<file path="config.mk">
export PLATFORM = sky130hd
export DESIGN_NAME = llp_timing_gen
export DESIGN_NICKNAME = d
export VERILOG_FILES = /design/src/rtl/llp_timing_pkg.sv /design/src/rtl/llp_line_timer.sv /design/src/rtl/llp_pulse_gen.sv /design/src/rtl/llp_dummy_track.sv /design/src/rtl/llp_timing_gen.sv
export SDC_FILE = /design/constraint.sdc
export NUM_CORES = 1
export LEC_CHECK = 0
export ABC_AREA = 1
export BUFFER_PORTS_ARGS = -buffer_cell sky130_fd_sc_hd__buf_2
export CAP_MARGIN = 20
export CORE_AREA = 2 2 136 138
export DETAILED_ROUTE_END_ITERATION = 16
export DIE_AREA = 0 0 138 140
export SLEW_MARGIN = 40
export SYNTH_ARGS = -nofsm -noshare
export SYNTH_HDL_FRONTEND = slang
export SYNTH_SLANG_ARGS = --single-unit
</file>
<file path="constraint.sdc">
create_clock -name clk -period 13.4 [get_ports clk]
set_input_delay 2.68 -clock clk [delete_from_list [all_inputs] [get_ports clk]]
set_output_delay 2.68 -clock clk [all_outputs]
set_load 0.005 [all_outputs]
</file>
<file path="src/rtl/llp_timing_pkg.sv">
package llp_timing_pkg;

    localparam int SETUP_W   = 5;
    localparam int PULSE_W   = 8;
    localparam int PERIOD_W  = 8;
    localparam int DUMMY_W   = 3;
    localparam int FRAME_W   = 10;
    localparam int SLOT_LOG2 = 4;   // 16 clocks per period step
    localparam int UNIT_LOG2 = 3;   // 8 clocks per setup/width unit
    localparam int FIXED_LEAD = 15; // fixed lead in front of the setup delay
    localparam int CNT_W     = PERIOD_W + SLOT_LOG2 + 1;

    typedef logic [CNT_W-1:0] cnt_t;

    typedef struct packed {
        logic [SETUP_W-1:0]  setup;
        logic [PULSE_W-1:0]  width;
        logic                alt;
        logic [PERIOD_W-1:0] period;
    } line_cfg_t;

    typedef struct packed {
        logic [FRAME_W-1:0] frame;
        logic [FRAME_W-1:0] common;
        logic [DUMMY_W-1:0] dummy;
    } frame_cfg_t;

    function automatic cnt_t line_len(input line_cfg_t c);
        return (cnt_t'(c.period) + cnt_t'(1)) << SLOT_LOG2;
    endfunction

    function automatic cnt_t assert_point(input line_cfg_t c);
        cnt_t raw;
        cnt_t len;
        raw = cnt_t'(FIXED_LEAD) + (cnt_t'(c.setup) << UNIT_LOG2);
        len = line_len(c);
        return (raw >= len) ? (len - cnt_t'(1)) : raw;
    endfunction

    function automatic cnt_t pulse_end(input line_cfg_t c, input cnt_t start);
        cnt_t wide;
        cnt_t len;
        wide = start + (cnt_t'(c.width) << UNIT_LOG2);
        len  = line_len(c);
        return (wide > len) ? len : wide;
    endfunction

    function automatic logic [FRAME_W-1:0] lead_lines(input frame_cfg_t f);
        logic [FRAME_W:0] sum;
        logic [FRAME_W:0] tot;
        sum = {1'b0, f.common} + (FRAME_W+1)'(f.dummy);
        tot = {1'b0, f.frame};
        return (tot > sum) ? FRAME_W'(tot - sum) : '0;
    endfunction

endpackage

</file>
<file path="src/rtl/llp_line_timer.sv">
module llp_line_timer
    import llp_timing_pkg::*;
(
    input  logic      clk,
    input  logic      rst,
    input  logic      line_start,
    input  line_cfg_t cfg_in,
    output logic      run_q,
    output logic      run_nxt,
    output cnt_t      cnt_q,
    output cnt_t      cnt_nxt,
    output line_cfg_t sh_q,
    output line_cfg_t sh_nxt,
    output logic      lcp1_o
);

    logic lcp1_q;

    always_comb begin
        sh_nxt  = line_start ? cfg_in : sh_q;
        run_nxt = run_q | line_start;
        if (line_start || !run_q) begin
            cnt_nxt = '0;
        end else if (cnt_q == line_len(sh_q) - cnt_t'(1)) begin
            cnt_nxt = '0;
        end else begin
            cnt_nxt = cnt_q + cnt_t'(1);
        end
    end

    always_ff @(posedge clk) begin
        if (rst) begin
            sh_q   <= '0;
            run_q  <= 1'b0;
            cnt_q  <= '0;
            lcp1_q <= 1'b0;
        end else begin
            sh_q   <= sh_nxt;
            run_q  <= run_nxt;
            cnt_q  <= cnt_nxt;
            lcp1_q <= run_nxt && (cnt_nxt < (line_len(sh_nxt) >> 1));
        end
    end

    assign lcp1_o = lcp1_q;

    // the line clock rises only when the period counter restarts
    p_lcp1_rise_at_zero_r2: assert property (@(posedge clk) disable iff (rst)
        $rose(lcp1_q) |-> (cnt_q == '0));

    // the counter never leaves the programmed period
    p_cnt_in_period_r9: assert property (@(posedge clk) disable iff (rst)
        run_q |-> (cnt_q < line_len(sh_q)));

endmodule

</file>
<file path="src/rtl/llp_pulse_gen.sv">
module llp_pulse_gen
    import llp_timing_pkg::*;
(
    input  logic      clk,
    input  logic      rst,
    input  logic      line_start,
    input  logic      run_q,
    input  logic      run_nxt,
    input  cnt_t      cnt_q,
    input  cnt_t      cnt_nxt,
    input  line_cfg_t sh_q,
    input  line_cfg_t sh_nxt,
    input  logic      data_valid,
    input  logic      pix_ce,
    output logic      llp_o
);

    cnt_t rise_at;
    cnt_t fall_at;
    logic in_window;
    logic follow;
    logic llp_nxt;
    logic llp_q;
    logic ext_q;

    always_comb begin
        rise_at   = assert_point(sh_nxt);
        fall_at   = pulse_end(sh_nxt, rise_at);
        in_window = (cnt_nxt >= rise_at) && (cnt_nxt < fall_at);
        follow    = data_valid | (sh_nxt.alt & ext_q);
        llp_nxt   = run_nxt && ((sh_nxt.width == '0) ? follow : in_window);
    end

    always_ff @(posedge clk) begin
        if (rst) begin
            llp_q <= 1'b0;
            ext_q <= 1'b0;
        end else begin
            llp_q <= llp_nxt;
            if (data_valid) begin
                ext_q <= 1'b1;
            end else if (pix_ce) begin
                ext_q <= 1'b0;
            end
        end
    end

    assign llp_o = llp_q;

    // a programmed pulse starts exactly at the (clamped) setup point
    p_rise_point_r3: assert property (@(posedge clk) disable iff (rst)
        ($rose(llp_q) && sh_q.width != '0) |-> (cnt_q == assert_point(sh_q)));

    // a programmed pulse ends after its width or at the period wrap
    p_fall_point_r4: assert property (@(posedge clk) disable iff (rst)
        ($fell(llp_q) && sh_q.width != '0 && !$past(line_start)) |->
        (cnt_q == ((pulse_end(sh_q, assert_point(sh_q)) == line_len(sh_q))
                   ? cnt_t'(0) : pulse_end(sh_q, assert_point(sh_q)))));

    // in follow mode without extension the strobe is the delayed window
    p_follow_window_r6: assert property (@(posedge clk) disable iff (rst)
        (run_q && sh_q.width == '0 && !sh_q.alt) |-> (llp_q == $past(data_valid)));

endmodule

</file>
<file path="src/rtl/llp_dummy_track.sv">
module llp_dummy_track
    import llp_timing_pkg::*;
(
    input  logic       clk,
    input  logic       rst,
    input  logic       frame_start,
    input  logic       line_start,
    input  frame_cfg_t fcfg_in,
    output logic       dummy_o
);

    frame_cfg_t          fsh_q;
    frame_cfg_t          fsh_nxt;
    logic                framed_q;
    logic                framed_nxt;
    logic [FRAME_W-1:0]  idx_q;
    logic [FRAME_W-1:0]  idx_nxt;
    logic [FRAME_W-1:0]  lead;
    logic [FRAME_W:0]    stop;
    logic                dummy_nxt;
    logic                dummy_q;

    always_comb begin
        fsh_nxt    = frame_start ? fcfg_in : fsh_q;
        framed_nxt = framed_q | frame_start;
        if (frame_start) begin
            idx_nxt = '0;
        end else if (line_start && idx_q != '1) begin
            idx_nxt = idx_q + FRAME_W'(1);
        end else begin
            idx_nxt = idx_q;
        end
        lead      = lead_lines(fsh_nxt);
        stop      = {1'b0, lead} + (FRAME_W+1)'(fsh_nxt.dummy);
        dummy_nxt = framed_nxt && (idx_nxt >= lead) && ({1'b0, idx_nxt} < stop);
    end

    always_ff @(posedge clk) begin
        if (rst) begin
            fsh_q    <= '0;
            framed_q <= 1'b0;
            idx_q    <= '0;
            dummy_q  <= 1'b0;
        end else begin
            fsh_q    <= fsh_nxt;
            framed_q <= framed_nxt;
            idx_q    <= idx_nxt;
            dummy_q  <= dummy_nxt;
        end
    end

    assign dummy_o = dummy_q;

    // the dummy window opens only on a line or frame boundary
    p_dummy_open_r10: assert property (@(posedge clk) disable iff (rst)
        $rose(dummy_q) |-> $past(line_start || frame_start));

    // and closes only on a line or frame boundary
    p_dummy_close_r10: assert property (@(posedge clk) disable iff (rst)
        $fell(dummy_q) |-> $past(line_start || frame_start));

endmodule

</file>
<file path="src/rtl/llp_timing_gen.sv">
module llp_timing_gen
    import llp_timing_pkg::*;
(
    input  logic                clk,
    input  logic                rst,
    input  logic                line_start,
    input  logic                frame_start,
    input  logic                data_valid,
    input  logic                pix_ce,
    input  logic [SETUP_W-1:0]  cfg_setup,
    input  logic [PULSE_W-1:0]  cfg_width,
    input  logic                cfg_alt_mode,
    input  logic [PERIOD_W-1:0] cfg_period,
    input  logic [DUMMY_W-1:0]  cfg_dummy,
    input  logic [FRAME_W-1:0]  cfg_frame,
    input  logic [FRAME_W-1:0]  cfg_common,
    output logic                llp_o,
    output logic                lcp1_o,
    output logic                dummy_o
);

    line_cfg_t  lcfg;
    frame_cfg_t fcfg;
    line_cfg_t  sh_q;
    line_cfg_t  sh_nxt;
    cnt_t       cnt_q;
    cnt_t       cnt_nxt;
    logic       run_q;
    logic       run_nxt;

    always_comb begin
        lcfg.setup  = cfg_setup;
        lcfg.width  = cfg_width;
        lcfg.alt    = cfg_alt_mode;
        lcfg.period = cfg_period;
        fcfg.frame  = cfg_frame;
        fcfg.common = cfg_common;
        fcfg.dummy  = cfg_dummy;
    end

    llp_line_timer u_timer (
        .clk        (clk),
        .rst        (rst),
        .line_start (line_start),
        .cfg_in     (lcfg),
        .run_q      (run_q),
        .run_nxt    (run_nxt),
        .cnt_q      (cnt_q),
        .cnt_nxt    (cnt_nxt),
        .sh_q       (sh_q),
        .sh_nxt     (sh_nxt),
        .lcp1_o     (lcp1_o)
    );

    llp_pulse_gen u_pulse (
        .clk        (clk),
        .rst        (rst),
        .line_start (line_start),
        .run_q      (run_q),
        .run_nxt    (run_nxt),
        .cnt_q      (cnt_q),
        .cnt_nxt    (cnt_nxt),
        .sh_q       (sh_q),
        .sh_nxt     (sh_nxt),
        .data_valid (data_valid),
        .pix_ce     (pix_ce),
        .llp_o      (llp_o)
    );

    llp_dummy_track u_dummy (
        .clk         (clk),
        .rst         (rst),
        .frame_start (frame_start),
        .line_start  (line_start),
        .fcfg_in     (fcfg),
        .dummy_o     (dummy_o)
    );

    // nothing toggles on the line outputs before the first line start
    p_idle_quiet_r1: assert property (@(posedge clk) disable iff (rst)
        !run_q |-> (!llp_o && !lcp1_o));

endmodule

</file>
==> results.md <==
- Worst endpoint required time: 13.69 ns
- Top FF cell, synth: dfxtp_1
- Grt met1 use: 0.260
- GRT Util Overall: 0.178
- Die Ht: 140 um
- Synth area leaders: dfxtp_1 (21%), ha_1 (16%), nand2_1 (13%)
- WHS: 0.468 ns
- Nets: 1237
- Synthesis warning total: 0
- R2R cell count: 42
- Vias per Instance: 4.79
- Row Count: 49
- Total wire length: 16600 um
- Clk sinks: 74
- Synth Area per Inst: 6.65 sq um
- Die W: 138 um
- I/O Pins: 54
- Seq/Total Area, Yosys: 0.212
- Leakage: 3.83 nW
- Total power: 0.000743 W
- Post-CTS Hold Fix Bufs: 0
- Period utilization: 0.694
- Post-CTS Setup Bufs: 0
- H-Tree Depth: 3
- First-pass GRT wire length: 28700 um
- Inserted Diodes: 0
- Final Critical Period: 9.29 ns
- Gp weighted congestion: 0.871
- Cells after synthesis: 1051
- Initial Util: 0.393
- Peak supply drop: 63.3 uV
- Worst skew pair latency: 0.35 ns
- Critical Path End Type: flip-flop
- Clock Path Buffers: 2
- Most used cell, CP: nand2_1
- # setup viols final: 0
- CTS tree: yes
- Setup TNS: 0 ns
- PwrDens: 96.5 nW/um^2
- Iter 0 DRT Violations: 422
- Area post-placement: 7420 sq um
- Critical Path Start: line_start
- Final setup skew: 0.0107 ns
- Drt pass-1 iters: 5
- Worst-path clk slew: 0.06 ns
- Avg WL per Cell: 12.5 um
- Most Crowded Layer GR: met2
- Critical path type: primary input to flip-flop
- R2R setup slack: 6.93 ns
- Peak Freq: 108 MHz
- Vias in the first global route: 5915
- Max-cap violations: 0
- Vias: 6356
- Slowest stage delay, CP: 0.50 ns
- P&R area growth vs syn: 10.2%
- Cell taking the most area after synthesis: dfxtp_1
- GR Util met3: 0.0267
- Crit path max fanout: 29
- Post-synth EDFFs: 0
- CTS buffer count: 9
- Count leader, synth: nand2_1
- Port bufs: 53
- Total gr overflow: 0
- Critical Path Start Type: primary input
- R2R Path Start: u_timer.sh_q[1]
- Critical Path AT: 9.58 ns
- Number of synthesized register bits: 74
- Final Slew Violations: 0
- Residual DRC: 0
- Resize count post-CTS: 0
- Hold Fails Final Rpt: 0
- Synth cell count leaders: nand2_1 (242), inv_1 (147), nor2_1 (111)
- Antenna viol nets, final: 0
- RSZ-0062 raised after global routing: false
- CORE AREA: 17800 sq um
- Grt met2 use: 0.273
- Synth async-reset ratio: 0
- Share of layout cells above drive strength 1: 0.133
- Initial antenna violation count: 0
- Tightest Pin Transition: 0.761 ns
- Largest net degree at the start of global routing: 73
- Slowest-stage cell, CP: buf_2
- Outcome: completed
- Top-area cell type share of the netlist area: 0.212
- Worst slew margin: 0.493
- Syn nets: 1195
- Count of cell types in the netlist: 51
- Post-DP HPWL: 13200 um
- Fin area: 7700 sq um
- Worst reg2reg endpoint: u_pulse.llp_o
- Hold Crit Class: flip-flop to flip-flop
- CP endpoint: u_pulse.llp_o
- Synthesized cell area: 6990 sq um
- Clk root buf: clkbuf_16
- Die area: 19300 sq um
==> layout by cell type (no fill, tap or decap), drive strengths merged, types with 11 or more instances in the layout <==
master / n
a21oi: 58
or2: 23
dfxtp: 74
nor4: 11
nand4: 12
xor2: 31
ha: 89
nor2: 125
nand2: 255
buf: 55
inv: 156
xnor2: 12
clkbuf: 11
nor3: 34
o21ai: 59
nand3: 51
==> stage by stage <==
| step | util | setup slack, ns | std cells |
|---|---|---|---|
| 6_report | 0.433 | 4.11 | 1327 |
| 5_1_grt | 0.433 | 3.19 | 1327 |
| 4_1_cts | 0.433 | 4.07 | 1327 |
| 3_5_place_dp | 0.418 | 3.72 | 1311 |
| 3_3_place_gp | 0.418 | 3.96 | 1311 |
| 2_1_floorplan | - | 5.05 | 1051 |
==> state kept, by name (all words and copies together), names as in the netlist <==
register          count
u_timer.sh_q         22
u_timer.cnt_q        13
u_dummy.idx_q        10
u_pulse.llp_o         1
u_dummy.fsh_q        23
u_timer.lcp1_o        1
u_pulse.ext_q         1
u_dummy.dummy_o       1
u_dummy.framed_q      1
u_timer.run_q         1
==> where the power goes <==
| group | total (W) | internal, W | switching [W] |
|---|---|---|---|
| clock network | 0.000234 | 0.000131 | 0.000103 |
| registers | 0.000235 | 0.000230 | 0.00000514 |
| logic | 0.000274 | 0.000101 | 0.000173 |
| total | 0.000743 | 0.000462 | 0.000281 |
==> metal layers <==
metal  share of wire  vias up
met1            0.54     2766
met3           0.033       16
li1                -     3471
met4           0.012        0
met5               0        -
met2            0.42      103
==> critical path: cells and delay by family <==
kind                     cells  cell delay [ns]
AND/OR/NAND/NOR             19             1.91
XOR/XNOR                     1             0.15
adder cells (fa/ha/maj)      5             1.39
AO/OA/AOI/OAI               16             1.96
buffers and inverters        6             1.46
==> worst min path at each step <==
stage / from / endpoint / slack (ns) / cells past startpoint
2_1_floorplan: u_dummy.framed_q / u_dummy.framed_q / 0.44 / 2
3_3_place_gp: u_dummy.fsh_q[4] / u_dummy.fsh_q[4] / 0.46 / 2
3_5_place_dp: u_dummy.fsh_q[15] / u_dummy.fsh_q[15] / 0.46 / 2
4_1_cts: u_dummy.fsh_q[15] / u_dummy.fsh_q[15] / 0.47 / 2
5_1_grt: u_dummy.fsh_q[0] / u_dummy.fsh_q[0] / 0.49 / 2
6_report: u_dummy.framed_q / u_dummy.framed_q / 0.47 / 2
==> logic make-up after synthesis <==
family | after synthesis | share of synthesized area
flip-flops | 74 | 0.212
buffers and inverters | 181 | 0.104
AO/OA/AOI/OAI | 140 | 0.116
AND/OR/NAND/NOR | 514 | 0.330
XOR/XNOR | 43 | 0.0571
multiplexers | 6 | 0.0104
adder cells (fa/ha/maj) | 93 | 0.171
==> area by class of cell <==
class | instances | area (sq um)
Fill cell | 1885 | 10100
Multi-Input combinational cell | 796 | 4780
Sequential cell | 74 | 1480
Inverter | 157 | 591
Tap cell | 229 | 287
Timing Repair Buffer | 55 | 280
Clock buffer | 11 | 243
Clock inverter | 5 | 38.8
(Power assumes the default switching activity.)
